File: src/rtl/dac_pkg.sv
package dac_pkg;
    typedef enum logic [1:0] {
        S_WAIT  = 2'd0,
        S_LEFT  = 2'd1,
        S_RIGHT = 2'd2
    } ser_state_t;
    localparam int BYTE_W = 8;
endpackage

File: src/rtl/dac_edge_sync.sv
module dac_edge_sync #(
    parameter int STAGES    = 2,
    parameter bit RESET_VAL = 1'b0,
    parameter bit RISE      = 1'b0
) (
    input  logic clk,
    input  logic rst_n,
    input  logic din,
    output logic pulse_o
);
    logic [STAGES:0] pipe;

    always_ff @(posedge clk) begin
        if (!rst_n) pipe <= {(STAGES+1){RESET_VAL}};
        else        pipe <= {pipe[STAGES-1:0], din};
    end

    generate
        if (RISE) begin : g_rise
            assign pulse_o = pipe[STAGES-1] & ~pipe[STAGES];
        end else begin : g_fall
            assign pulse_o = ~pipe[STAGES-1] & pipe[STAGES];
        end
    endgenerate
endmodule

File: src/rtl/dac_byte_swap.sv
module dac_byte_swap
    import dac_pkg::*;
#(
    parameter int W = 16
) (
    input  logic [W-1:0] din,
    output logic [W-1:0] dout
);
    localparam int NB = W / BYTE_W;

    generate
        for (genvar b = 0; b < NB; b++) begin : g_byte
            assign dout[BYTE_W*b +: BYTE_W] = din[W-BYTE_W-BYTE_W*b +: BYTE_W];
        end
    endgenerate
endmodule

File: src/rtl/dac_rj_serializer.sv
module dac_rj_serializer
    import dac_pkg::*;
#(
    parameter int SAMPLE_W    = 16,
    parameter int SLOT_W      = 32,
    parameter int SYNC_STAGES = 2
) (
    input  logic                  clk,
    input  logic                  rst_n,
    input  logic                  bclk_in,
    input  logic                  lrclk_in,
    input  logic [2*SAMPLE_W-1:0] word_in,
    input  logic                  word_vld,
    output logic                  word_req,
    output logic                  sdata
);
    localparam int WORD_W  = 2 * SAMPLE_W;
    localparam int FRAME_W = 2 * SLOT_W;
    localparam int PAD_W   = SLOT_W - SAMPLE_W;
    localparam int CNT_W   = $clog2(SLOT_W);
    localparam logic [CNT_W-1:0] LAST = CNT_W'(SLOT_W - 1);

    logic bfall, lrise, pend, start;
    ser_state_t state, nstate;
    logic [CNT_W-1:0]   cnt;
    logic [FRAME_W-1:0] frame_sr, next_frame;
    logic [WORD_W-1:0]  hold;
    logic               hold_vld;
    logic [SAMPLE_W-1:0] left_s, right_s;
    logic sdata_q, req_q;

    dac_edge_sync #(.STAGES(SYNC_STAGES), .RESET_VAL(1'b0), .RISE(1'b0)) u_bclk (
        .clk(clk), .rst_n(rst_n), .din(bclk_in), .pulse_o(bfall)
    );
    dac_edge_sync #(.STAGES(SYNC_STAGES), .RESET_VAL(1'b1), .RISE(1'b1)) u_lrclk (
        .clk(clk), .rst_n(rst_n), .din(lrclk_in), .pulse_o(lrise)
    );

    dac_byte_swap #(.W(SAMPLE_W)) u_swap_l (.din(hold[WORD_W-1 -: SAMPLE_W]), .dout(left_s));
    dac_byte_swap #(.W(SAMPLE_W)) u_swap_r (.din(hold[SAMPLE_W-1:0]),         .dout(right_s));

    // A frame-clock rise waits for the next bit-clock fall
    always_ff @(posedge clk) begin
        if (!rst_n)     pend <= 1'b0;
        else if (bfall) pend <= 1'b0;
        else if (lrise) pend <= 1'b1;
    end

    assign start = bfall & (lrise | pend);

    // Word holding register
    always_ff @(posedge clk) begin
        if (!rst_n) begin
            hold     <= '0;
            hold_vld <= 1'b0;
        end else if (word_vld) begin
            hold     <= word_in;
            hold_vld <= 1'b1;
        end else if (start) begin
            hold_vld <= 1'b0;
        end
    end

    assign next_frame = hold_vld ? {{PAD_W{1'b0}}, left_s, {PAD_W{1'b0}}, right_s}
                                 : '0;

    // State register
    always_ff @(posedge clk) begin
        if (!rst_n) state <= S_WAIT;
        else        state <= nstate;
    end

    always_comb begin
        nstate = state;
        unique case (state)
            S_WAIT:  if (start) nstate = S_LEFT;
            S_LEFT: begin
                if (start)                    nstate = S_LEFT;
                else if (bfall && cnt == LAST) nstate = S_RIGHT;
            end
            S_RIGHT: if (start) nstate = S_LEFT;
            default: nstate = S_WAIT;
        endcase
    end

    // Outputs and shift path
    always_ff @(posedge clk) begin
        if (!rst_n) begin
            sdata_q  <= 1'b0;
            req_q    <= 1'b0;
            frame_sr <= '0;
            cnt      <= '0;
        end else begin
            req_q <= (state == S_LEFT) && bfall && !start && (cnt == LAST);
            if (start) begin
                sdata_q  <= next_frame[FRAME_W-1];
                frame_sr <= {next_frame[FRAME_W-2:0], 1'b0};
                cnt      <= '0;
            end else if (bfall) begin
                sdata_q  <= frame_sr[FRAME_W-1];
                frame_sr <= {frame_sr[FRAME_W-2:0], 1'b0};
                if (state == S_LEFT) cnt <= cnt + 1'b1;
            end
        end
    end

    assign sdata    = sdata_q;
    assign word_req = req_q;

    AST_SD_ONLY_ON_FALL: assert property (@(posedge clk) disable iff (!rst_n)
        !$stable(sdata_q) |-> $past(bfall));
    AST_REQ_SINGLE: assert property (@(posedge clk) disable iff (!rst_n)
        req_q |=> !req_q);
    AST_REQ_IN_RIGHT: assert property (@(posedge clk) disable iff (!rst_n)
        req_q |-> (state == S_RIGHT));
    AST_WAIT_SILENT: assert property (@(posedge clk) disable iff (!rst_n)
        (state == S_WAIT) |-> (!sdata_q && !req_q));
    AST_HOLD_CONSUMED: assert property (@(posedge clk) disable iff (!rst_n)
        (start && !word_vld) |=> !hold_vld);
    AST_START_TO_LEFT: assert property (@(posedge clk) disable iff (!rst_n)
        start |=> (state == S_LEFT));
endmodule

File: config.mk
export PLATFORM = sky130hd
export DESIGN_NAME = dac_rj_serializer
export DESIGN_NICKNAME = d
export VERILOG_FILES = /design/src/rtl/dac_pkg.sv /design/src/rtl/dac_edge_sync.sv /design/src/rtl/dac_byte_swap.sv /design/src/rtl/dac_rj_serializer.sv
export SDC_FILE = /design/constraint.sdc
export NUM_CORES = 1
export LEC_CHECK = 0
export BUFFER_PORTS_ARGS = -buffer_cell sky130_fd_sc_hd__buf_4
export CORE_MARGIN = 3
export CORE_UTILIZATION = 50
export CTS_CLUSTER_DIAMETER = 80
export DETAILED_ROUTE_END_ITERATION = 8
export PLACE_DENSITY = 0.69
export SETUP_SLACK_MARGIN = 0.05
export SYNTH_ARGS = -nofsm -noshare
export SYNTH_HDL_FRONTEND = slang
export SYNTH_SLANG_ARGS = --single-unit
File: constraint.sdc
create_clock -name clk -period 1.9 [get_ports clk]
set_input_delay 0 -clock clk [delete_from_list [all_inputs] [get_ports clk]]
set_output_delay 0 -clock clk [all_outputs]
set_load 0.05 [all_outputs]
# ---- After elaboration in Yosys (flattened, before gate mapping)
# Index checks and enable logic that the tools add are counted.
dict set report totals {
  ff_bits 112
  input_bits 37
  output_inout_bits 2
  word_cells 47
}
dict set report op_classes {
  n_addsub 1
  n_eq_ne 5
  mux 11
  bitwise_logic 7
  n_reduce_logical 13
}
# op n
set op_table {}
lappend op_table {{$mux W64} 2}
lappend op_table {{$mux W48} 1}
lappend op_table {{$mux W2} 3}
lappend op_table {{$reduce_or A2 Y1} 3}
lappend op_table {{$add A5 B1 Y5 const B} 1}
lappend op_table {{$eq A5 B5 Y1 const B} 1}
lappend op_table {{$logic_and A1 B1 Y1} 4}
lappend op_table {{$mux W1} 4}
lappend op_table {{$pmux W2 S2} 1}
lappend op_table {{$reduce_and A2 Y1} 2}
lappend op_table {{$reduce_bool A2 Y1} 2}
lappend op_table {{$and A1 B1 Y1} 3}
lappend op_table {{$ne A3 B3 Y1 const B} 1}
lappend op_table {{$not A1 Y1} 3}
lappend op_table {{$eq A2 B1 Y1 const B} 1}
lappend op_table {{$eq A2 B2 Y1 const B} 1}
lappend op_table {{$logic_not A2 Y1} 1}
lappend op_table {{$ne A2 B1 Y1 const B} 1}
lappend op_table {{$logic_not A1 Y1} 1}
lappend op_table {{$or A1 B1 Y1} 1}

# ---- Depth between registers and ports, before layout
dict set report logic_depth {
  word_depth 7
  mapped_depth 6
  ltp_nobuf 5
}

# ---- Modules after synthesis
# A second synthesis with hierarchy kept.
dict set report hier_totals {
  cells_unflattened 446
  area_unflattened_um2 4628.2
}
# mod instances cells_per_inst area_per_inst_um2 seq_area_each_um2
set by_module_without_submodules {}
lappend by_module_without_submodules {dac_rj_serializer 1 400 4206.5 2122.0}
lappend by_module_without_submodules {dac_byte_swap 2 16 120.1 0.0}
lappend by_module_without_submodules {{dac_edge_sync (u_lrclk)} 1 7 92.6 60.1}
lappend by_module_without_submodules {{dac_edge_sync (u_bclk)} 1 7 88.8 60.1}

# ---- Least setup slack after synthesis
# OpenSTA, ideal clock, no wires.
dict set report synth_timing {
  path_kind {register to register}
  start {register u_bclk.pipe[1]}
  end {register frame_sr[21]}
  setup_ns 0.065
  arrival_ns 1.249
  t_required_ns 1.835
  slack_ns 0.586
  path_stages_with_launch 7
  n_path_buf 2
  synth_period_minus_slack_ns 1.314
  path_cell_list {dfxtp_1 nand2b_4 buf_6 nor3_4 buf_6 a22oi_1 nor2b_1}
}
dict set report synth_between {
  elab_chain_len 4
  elab_cells_between_ends 5
  classes_between {mux (1); bitwise (3); reduce/logical (1)}
}
# item line_no
set synth_rtl {}
lappend synth_rtl {{from (decl)} dac_edge_sync.sv:11} ;# logic [STAGES:0] pipe;
lappend synth_rtl {{from (signal assigned)} dac_edge_sync.sv:14} ;# if (!rst_n) pipe <= {(STAGES+1){RESET_VAL}};
lappend synth_rtl {{from (signal assigned)} dac_edge_sync.sv:15} ;# else pipe <= {pipe[STAGES-1:0], din};
lappend synth_rtl {{$not A1 Y1 (*)} dac_edge_sync.sv:22} ;# assign pulse_o = ~pipe[STAGES-1] & pipe[STAGES];
lappend synth_rtl {{$and A1 B1 Y1 (*)} dac_edge_sync.sv:22}
lappend synth_rtl {{$and A1 B1 Y1} dac_rj_serializer.sv:49} ;# assign start = bfall & (lrise | pend);
lappend synth_rtl {{$mux W64 / $reduce_bool A2 Y1 (equally long branches)} -}
lappend synth_rtl {{to (signal assigned)} dac_rj_serializer.sv:97} ;# frame_sr <= {next_frame[FRAME_W-2:0], 1'b0};
lappend synth_rtl {{to (signal assigned)} dac_rj_serializer.sv:101} ;# frame_sr <= {frame_sr[FRAME_W-2:0], 1'b0};
lappend synth_rtl {{to (decl)} dac_rj_serializer.sv:26} ;# logic [FRAME_W-1:0] frame_sr, next_frame;
# Every way passes the cells marked *; elsewhere a longest branch is shown, timed or not.
# A chain may end at the register's enable or synchronous reset.

# ---- Worst setup path after layout
dict set report layout_timing {
  start {register u_bclk.pipe[1]}
  end {register frame_sr[19]}
}
# Same word-level chain as after synthesis.

==> results.txt <==
The count of nets after finishing is a little over 500. The most instantiated flip-flop cell in the synthesis netlist is sky130_fd_sc_hd__dfxtp_1. The global-route wire length before repair came out at 12900 um. The post-synthesis cell type count is 29. The static power due to leakage came out at approximately 0.0019 uW. For this block, the via count after detailed routing is 2992. The I/O pin count is 39. The core area is just over 8000 um^2. The clock tree buffer depth came out at 2. The die height came out at a little under 100 um. The power density over cell area came out at roughly 800 nW/um^2. The combinational group share of total power came out at 7.2%.

Synthesis handed over a netlist of between 400 and 500 instances. By area the synthesized netlist is led by sky130_fd_sc_hd__dfxtp_1 52%, sky130_fd_sc_hd__a22oi_1 11%, sky130_fd_sc_hd__nor2b_1 9.6%. In the synthesized netlist, mux cells make up under 10% of the area.

Detailed placement ended at an HPWL of 4220 um. The number of diodes added for antenna fixing came out at 0. The internal power contribution is approximately 3200 uW. The total track usage is between 15 and 20%. The floorplan die width is about 99 um. Once the floorplan was initialized, standard cells occupied between 50% and 60% of the core. The clock tree from TritonCTS is done.

From synthesis to final layout, the design area changed by 19.5%. The die outline area came out at between 9000 and 10000 um^2. The number of clock sinks seen by CTS came out at between 100 and 150.

The met3 global-route usage came out at 4.46%. The clock latency on the worst-skew pair is 0.36 ns. The class of the tightest hold or removal check is input port to flop. The met1 usage is slightly below 20%. The fraction of final layout cells sized beyond drive strength 1 came out at between 10% and 20%.

The finished layout cell area came out at 5120 um^2. The switching power summed over all nets came out at roughly 860 uW. Yosys mapped a number of flops with a built-in enable equal to 0.

The post-cts hold buffer count is 34. After layout, the minimum clock period comes to between 1 and 1.5 ns. The max capacitance violation total is 0. The Yosys step of the flow raised 0 warnings. The number of fill cells came out at about 700. The signal arrival time at the worst endpoint came out at 1.79 ns. The xor/xnor cell area share of the yosys netlist is less than 1%. Summed over all failing endpoints, the final setup total negative slack is 0 ns. Clock tree synthesis selected as its root buffer the cell sky130_fd_sc_hd__clkbuf_8. The detailed-route vias per instance is roughly 5.2. The placed instances occupy a cell area of between 4000 and 5000 um^2. The worst setup skew after layout came out at 0.00693 ns. The number of antenna violations at the first check in global routing came to 0. Setup repair after global routing left no endpoint under its margin. STA classifies the critical path startpoint as a flop. Data on the critical path is required at its endpoint by about 2.2 ns. The max-slew headroom at the worst pin came out at between 60% and 70%. The share of total power in the clock network is roughly 33%. The post-place setup slack came out at roughly 0.42 ns.

Global routing finished with a remaining overflow of 0. The async set or reset register ratio after synthesis came out at 0%. The fraction of power spent switching nets came out at 21.1%.

By area, the combinational part of the netlist is dominated by compound AO/OA/AOI/OAI gates. The post-synthesis average cell area came out at roughly 10 um^2. The number of core rows came out at 33. The final setup slack of the worst path is around 0.40 ns.

The number of gates resized after CTS was 0. The area share of and/or/nand/nor cells after synthesis is approximately 16%. The global routing met2 resource utilization came out at 26.5%. The final routed wire length divided by cell count is 12.7 um. The largest fanout on the critical path came out at 51. The count of buffers inserted at the top-level ports is 38. The final period utilization came out at 78.7%. When the netlist entered floorplanning its net count stood at 448. The initial detailed-routing violation count is between 150 and 200. Counting flops and latches in the post-synthesis netlist gives approximately 110. The clock transition at the register clock pins on the worst setup and hold paths after CTS is ~0.09 ns. The max-slew violation count came out at 0. The commonest cells after synthesis are 112 x sky130_fd_sc_hd__dfxtp_1, 66 x sky130_fd_sc_hd__nor2b_1, 64 x sky130_fd_sc_hd__a22oi_1.

The congestion estimate from routability-driven global placement came to approximately 0.68. In this run, CTS created clock tree buffers numbering 9. The number of hold-slack violations in the final timing report is 0. In this run the remaining antenna-violating nets after routing total 0. The compound-cell area share of the yosys netlist is between 10% and 20%.

The sequential fraction of design power is between 50% and 60%. The largest net degree at the start of global routing is 56. After detailed routing, the total wire length is between 7000 and 8000 um. The post-CTS setup repair buffer count is 0. The top cell type by total area after synthesis is sky130_fd_sc_hd__dfxtp_1. The final-report setup violation count is 0. The area share of the leading cell type in the synthesized netlist is 52.4%. The sum of internal, switching and leakage power is between 4000 and 5000 uW.

The flow ran to the end, and the final reports show no timing, DRC or antenna violations. For this run, design rule violations remaining after detail routing come to 0. The area share of fa/ha/maj cells after synthesis is 0.584%.

The maximum resistive drop on vdd came out at approximately 0.00048 V. The deepest level of the CTS H-tree is 3. The transition at the pin with the smallest max-transition slack came out at between 0.5 and 0.6 ns. The most repeated cell in the gate-level netlist after synthesis is sky130_fd_sc_hd__dfxtp_1. met2 is the most crowded layer. The number of iterations in the first detailed-routing pass came out at 5. The register area share after synthesis came out at between 50% and 60%. The highest clock rate came out at about 670 MHz. The cell area that synthesis handed to floorplanning was 4280 um^2. The critical path start-end classification is flop to flop. STA classifies the critical path endpoint as a flop. The number of global-route vias before repair is ~2900.
## sequential cells by signal (all words and copies together), names as in the netlist, 2 cells and up
register and cells:
cnt 5, frame_sr 63, hold 32, state 2, u_bclk.pipe 3, u_lrclk.pipe 3
## placed cells by master, fill, tap and decap left out, types with 2 or more instances in the layout
cell / count
sky130_fd_sc_hd__dlygate4sd3_1: 34
sky130_fd_sc_hd__nand2_1: 34
sky130_fd_sc_hd__ha_1: 2
sky130_fd_sc_hd__clkbuf_1: 2
sky130_fd_sc_hd__dfxtp_1: 112
sky130_fd_sc_hd__a21boi_1: 31
sky130_fd_sc_hd__nor2_1: 9
sky130_fd_sc_hd__nor2b_1: 66
sky130_fd_sc_hd__a22oi_1: 64
sky130_fd_sc_hd__o21a_1: 2
sky130_fd_sc_hd__mux2i_1: 34
sky130_fd_sc_hd__buf_12: 4
sky130_fd_sc_hd__xor2_1: 2
sky130_fd_sc_hd__and2_1: 3
sky130_fd_sc_hd__nand2b_1: 4
sky130_fd_sc_hd__clkbuf_8: 10
sky130_fd_sc_hd__buf_4: 39
## worst max-delay path, cell delays in order, from the launching register on
cell,delay (ns)
sky130_fd_sc_hd__dfxtp_1,0.34
sky130_fd_sc_hd__nand2b_4,0.30
sky130_fd_sc_hd__nor3_4,0.29
sky130_fd_sc_hd__buf_12,0.26
sky130_fd_sc_hd__a22oi_1,0.09
sky130_fd_sc_hd__nor2b_1,0.12
## worst paths after layout
| kind | from | end | slack, ns | depth (start not counted) |
|---|---|---|---|---|
| max | u_bclk.pipe[1] | frame_sr[19] | 0.40 | 5 |
| min | rst_n | u_lrclk.pipe[0] | 0.05 | 2 |
| min reg2reg | u_lrclk.pipe[0] | u_lrclk.pipe[1] | 0.45 | 1 |
| max reg2reg | u_bclk.pipe[1] | frame_sr[19] | 0.40 | 5 |
## layout make-up
cell class / count / area [um^2] / area share [%]
Clock buffer: 12 / 145 / 2.83
Clock inverter: 3 / 42.5 / 0.831
Sequential cell: 112 / 2240 / 43.8
Timing Repair Buffer: 77 / 713 / 13.9
Tap cell: 105 / 131 / 2.57
Multi-Input combinational cell: 264 / 1850 / 36.0
## power by group through the flow
stage	Sequential, uW	Combinational [uW]	Clock [uW]
after floorplan	2470	160	0
after global placement	2480	233	0
after detailed placement	2480	237	0
after CTS	2420	292	1410
after global routing	2430	320	1500
final	2420	292	1350
## stage by stage
stage | instances | util [%] | hold WS (ns)
floorplan | 409 | - | 0.101
detailed placement | 524 | 55.6 | 0.195
global placement | 524 | 55.6 | 0.189
global route | 573 | 62.0 | 0.0481
CTS | 573 | 62.0 | 0.0373
finish | 573 | 62.0 | 0.0489
## routing by layer
metal	share of wire (%)	vias up
met5	0	-
met4	0.49	0
met3	2.8	2
met2	48	36
met1	49	1420
li1	-	1534
## logic make-up (layout without fill, tap and decap cells)
family / Yosys count / after routing
buffers and inverters: 33 / 92
multiplexers: 34 / 34
flip-flops: 112 / 112
adder cells (fa/ha/maj): 2 / 2
AND/OR/NAND/NOR: 124 / 124
XOR/XNOR: 3 / 3
AO/OA/AOI/OAI: 101 / 101
Note: power is estimated with default switching activity, not from simulation.
